===== src/rtl/mixlen_fuse_decoder.sv =====
module mixlen_fuse_decoder (
  input  logic        clk,
  input  logic        rst_n,
  input  logic        in_valid,
  output logic        in_ready,
  input  logic [31:0] in_word,
  input  logic        in_last,
  output logic        out_valid,
  input  logic        out_ready,
  output logic        out_pair,
  output logic [66:0] out_head,
  output logic [66:0] out_tail
);

  function automatic logic [66:0] decode(input logic [31:0] i, input logic wide);
    logic [2:0]  fm;
    logic [15:0] op;
    logic [4:0]  rd, ra, rb;
    logic [31:0] im;
    fm = 3'd0; op = '0; rd = '0; ra = '0; rb = '0; im = '0;
    if (wide) begin
      op = {6'd0, i[30:21]};
      case (i[29:28])
        2'b00: begin
          fm = 3'd0;
          im = {{11{i[20]}}, i[20:0]};
        end
        2'b01: begin
          fm = 3'd1;
          rd = i[20:16];
          ra = i[15:11];
          im = {{21{i[10]}}, i[10:0]};
        end
        2'b10: begin
          rd = i[20:16];
          if (i[21]) begin
            fm = 3'd3;
            im = {i[15:0], 16'd0};
          end else begin
            fm = 3'd2;
            im = {16'd0, i[15:0]};
          end
        end
        default: begin
          fm = 3'd4;
          op = i[30:15];
          rd = i[14:10];
          ra = i[9:5];
          rb = i[4:0];
        end
      endcase
    end else begin
      op = {9'd0, i[14:8]};
      case (i[13:12])
        2'b00: begin
          fm = 3'd5;
          rd = {1'b0, i[7:4]};
          ra = {1'b0, i[3:0]};
        end
        2'b01: begin
          fm = 3'd6;
          rd = {1'b0, i[7:4]};
          im = {28'd0, i[3:0]};
        end
        default: begin
          fm = 3'd7;
          im = {{24{i[7]}}, i[7:0]};
        end
      endcase
    end
    return {wide, fm, op, rd, ra, rb, im};
  endfunction

  logic [15:0] hb;
  logic        hb_v;
  logic        ofs;
  logic [66:0] ph;
  logic        ph_v;

  wire [15:0] lo = in_word[15:0];
  wire [15:0] hi = in_word[31:16];
  wire        adv = !out_valid || out_ready;

  logic        take, wide, fin, eat, hb_load, ofs_set;
  logic [31:0] ins;

  always_comb begin
    take = 1'b0; wide = 1'b0; fin = 1'b0; eat = 1'b0;
    hb_load = 1'b0; ofs_set = 1'b0; ins = '0;
    if (in_valid) begin
      if (hb_v) begin
        take = 1'b1; wide = 1'b1; ins = {hb, lo};
        fin = in_last && hi[14]; ofs_set = 1'b1;
      end else if (!ofs) begin
        if (lo[14]) begin
          take = 1'b1; wide = 1'b1; ins = {lo, hi};
          fin = in_last; eat = 1'b1;
        end else begin
          take = 1'b1; ins = {16'd0, lo};
          fin = in_last && hi[14]; ofs_set = 1'b1;
        end
      end else if (hi[14]) begin
        eat = 1'b1; hb_load = !in_last;
      end else begin
        take = 1'b1; ins = {16'd0, hi};
        fin = in_last; eat = 1'b1;
      end
    end
  end

  wire        fuse = wide ? ins[31] : ins[15];
  wire [66:0] dec  = decode(ins, wide);
  wire        hold = take && !ph_v && fuse && !fin;
  wire        emit = take && !hold;

  assign in_ready = adv && eat;

  always_ff @(posedge clk) begin
    if (!rst_n) begin
      hb <= '0; hb_v <= 1'b0; ofs <= 1'b0;
      ph <= '0; ph_v <= 1'b0;
      out_valid <= 1'b0; out_pair <= 1'b0;
      out_head <= '0; out_tail <= '0;
    end else if (adv) begin
      if (eat) ofs <= 1'b0;
      else if (ofs_set) ofs <= 1'b1;
      if (hb_load) begin
        hb <= hi; hb_v <= 1'b1;
      end else if (take && hb_v) begin
        hb_v <= 1'b0;
      end
      if (hold) begin
        ph <= dec; ph_v <= 1'b1;
      end else if (take) begin
        ph_v <= 1'b0;
      end
      out_valid <= emit;
      if (emit) begin
        out_pair <= ph_v;
        out_head <= ph_v ? ph : dec;
        out_tail <= ph_v ? dec : '0;
      end
    end
  end

endmodule


===== config.mk =====
export PLATFORM = sky130hd
export DESIGN_NAME = mixlen_fuse_decoder
export DESIGN_NICKNAME = d
export VERILOG_FILES = /design/src/rtl/mixlen_fuse_decoder.sv
export SDC_FILE = /design/constraint.sdc
export NUM_CORES = 1
export LEC_CHECK = 0
export BUFFER_PORTS_ARGS = -buffer_cell sky130_fd_sc_hd__buf_4
export CAP_MARGIN = 0
export CORE_MARGIN = 2
export CORE_UTILIZATION = 55
export DETAILED_ROUTE_END_ITERATION = 8
export PLACE_DENSITY = 0.78
export SYNTH_ARGS = -nofsm -noshare
export SYNTH_HDL_FRONTEND = slang
export SYNTH_SLANG_ARGS = --single-unit

===== constraint.sdc =====
create_clock -name clk -period 8 [get_ports clk]
set_input_delay 1.2 -clock clk [delete_from_list [all_inputs] [get_ports clk]]
set_output_delay 1.2 -clock clk [all_outputs]
set_load 0.02 [all_outputs]

==> results.ini <==
[synth]
yosysTopAreaCell = dfxtp_1
ys_types = 83
syn_area_per_cell_um2 = 9.19
synth_fp_nets = 1162
synth_fa_ha_area_frac = 0.00364
synth_flop_cell = dfxtp_1
synth_xor_area_frac = 0
syn-cell-area_um2 = 10300
synth_warnings = 0
muxShareOfSynthArea = 0.0291
synthSimpleGateAreaFrac = 0.205
syn_inst = 1122
synth_compound_area_frac = 0.278
synth_top_area_frac = 0.425
synth_edf_count = 0
synth_top_family_by_area = compound AO/OA/AOI/OAI gates
yosysMostFrequentCell = dfxtp_1
synth.area.top_cells = dfxtp_1 43%, a21oi_1 4.0%, nand3_1 3.1%
yosysSeqAreaShare = 0.425
yosys_register_bits = 219
synth_common_cells = 219 x dfxtp_1, 83 x a21oi_1, 75 x nor2_1
async_flop_share = 0

[clocking]
cts_root_buf = clkbuf_16
cts_tree = built
cts_resized = 0
cts_buffers = 23
clkSinkCount = 219
htreeDepth = 1
clkTransAtPathRegs_ns = 0.06
cts_setup_buffers = 0
clk_latency_ns = 0.52
ctsHoldBuffers = 0
clock_path_buffers = 3

[critical_path]
cp_num_buf_inv = 1
cp_max_fo = 45
required_ns = 8.41
crit_type = primary input to flop
critPathCaptureType = flop
crit_arrival_ns = 4.55
cp_cell_sequence = buf_4 > nand4bb_1 > nand2_1 > and2_1 > ha_1 > nand2b_1 > a21o_1 > a21oi_1 > or2_2 > a32o_1
max_stage_delay_ns = 0.67
critPathLaunchType = primary input
crit_family = compound AO/OA/AOI/OAI gates
slowest_stage = a21o_1

[route]
wl_met1_mm = 13.6
drt_wl_total_mm = 32.5
vias = 9809
top_layer_used = met4
wl_met2_mm = 14.4
drtIter0Drc = 1434
drcViolationCount = 0
avgViaCountPerCell = 6.68
dr.pass1.iters = 6
wire_per_inst_um = 22.2
dr_wl_met3_mm = 3.31
ant_nets = 0

[die]
rows = 50
die_x_um = 141
start_util = 0.555
die_h_um = 141
core_um2 = 18600
die-area_um2 = 19900
io_pins = 174

[global_routing]
grt_max_degree = 92
grtUsageTotal = 0.314
first_global_vias = 8895
grt_pass1_wl_mm = 50.0
grt_antenna_before_repair = 0
grt_overflow = 0

[power]
power_leakage_uw = 0.00479
powerDensity_nw_per_um2 = 220
p_total_uw = 2700
ir_worst_vdd_mv = 0.167

[final_layout]
final_core_util = 0.659
fin_cells = 1469
n_fill_cell = 1509
fin_nets = 1257
areaGrowthSynthToFinish_pct = 18.8
drive_gt1_frac = 0.228
regArea_um2 = 4390
multi_input_area_um2 = 5340

[sta]
drv_slew = 0
clock.fmax_ghz = 0.242
slew_headroom = 0.196
finClkSkew_ns = 0.00933
hold_viol_final = 0
finalSetupTns_ns = 0
min_period_ns = 4.14
setup_viol = 0
setup_ws_ns = 3.86
fin_crit_sh = 0.517
tightest_slew_ns = 1.20
rsz0062_at_grt = no

[placement]
dp_slack_ns = 3.42
routabilityCongestion = 0.959
port_buffers = 173
dpl.hpwl_mm = 22.0
dp.cells = 1426

[hold_path]
hold_path_class = flop to flop

[run]
max_cap_violations = 0

[status]
status = finished, final reports clean

[state kept, by name (all words and copies together), names as in the netlist]
signal / cells
out_head: 66
out_tail: 66
ph: 66
hb: 16
hb_v: 1
ofs: 1
out_pair: 1
out_valid: 1
ph_v: 1
[path summary, 6_finish.rpt]
path	start	slack [ns]	depth (start not counted)	to
worst max-delay path	in_word[14]	3.86	10	out_tail[4]
worst min-delay path	out_tail[47]	0.45	1	out_tail[47]
worst max register to register	hb_v	3.88	10	out_tail[28]
worst min register to register	out_tail[47]	0.45	1	out_tail[47]
[worst reg2reg max path: cells and delay by family, from the launching register on]
kind / cells / cell delay [ns]
fa+ha+maj: 1 / 0.36
flops: 1 / 0.31
simple gates: 6 / 2.03
compound gates: 2 / 0.75
buf+inv: 1 / 0.62
[report_power, final]
part	switching [uW]	total [uW]	internal [uW]
sequential	28.6	1170	1140
clock	450	1080	633
combinational	303	447	143
[layout make-up]
cell class              instances  area share
diodes                          1    0.000204
clock buffers                  34      0.0561
clock inverters                 8     0.00725
inverters                      11     0.00337
multi-input cells             774       0.436
flip-flops and latches        219       0.358
well taps                     234      0.0239
repair buffers                188       0.115
[kinds of logic (layout without fill, tap and decap cells)]
family / count (synthesis) / after routing
multiplexers: 30 / 30
buffers and inverters: 129 / 241
AND/OR/NAND/NOR: 358 / 358
adder cells (fa/ha/maj): 3 / 3
flip-flops: 219 / 219
other: 0 / 1
AO/OA/AOI/OAI: 383 / 383
[through the flow]
step / cell area, um2 / hold slack (ns)
2_1_floorplan: 10300 / 0.432
3_3_place_gp: 11500 / 0.440
3_5_place_dp: 11500 / 0.444
4_1_cts: 12200 / 0.454
5_1_grt: 12200 / 0.467
6_report: 12200 / 0.453
[placed cells by master, fill, tap and decap left out, types with 6 or more instances in the layout]
master and n:
a211oi_1 18, a21oi_1 83, a221o_1 16, a221oi_1 7
a22o_1 23, a311oi_1 6, a32o_1 6, a32oi_1 8
and2_1 10, buf_4 188, clkbuf_16 23, clkbuf_8 7
dfxtp_1 217, inv_1 9, mux2i_1 30, nand2_1 69
nand3_1 63, nand4_1 8, nand4bb_1 9, nor2_1 75
nor3_1 17, nor3b_1 9, nor4_1 14, nor4bb_1 15
o211a_1 10, o211ai_1 17, o21a_1 6, o21ai_0 51
o21ai_1 9, o221a_2 12, o221ai_1 14, o22ai_1 14
o2bb2ai_1 26, o31ai_1 9, or3b_2 6, or4bb_1 7
[routing by layer]
metal | global-route usage | vias to the layer above
li1 | - | 4493
met1 | 0.431 | 4705
met2 | 0.479 | 526
met3 | 0.0740 | 85
met4 | 0.129 | 0
met5 | 0 | -
No activity file was read; power rests on OpenSTA's default activity.
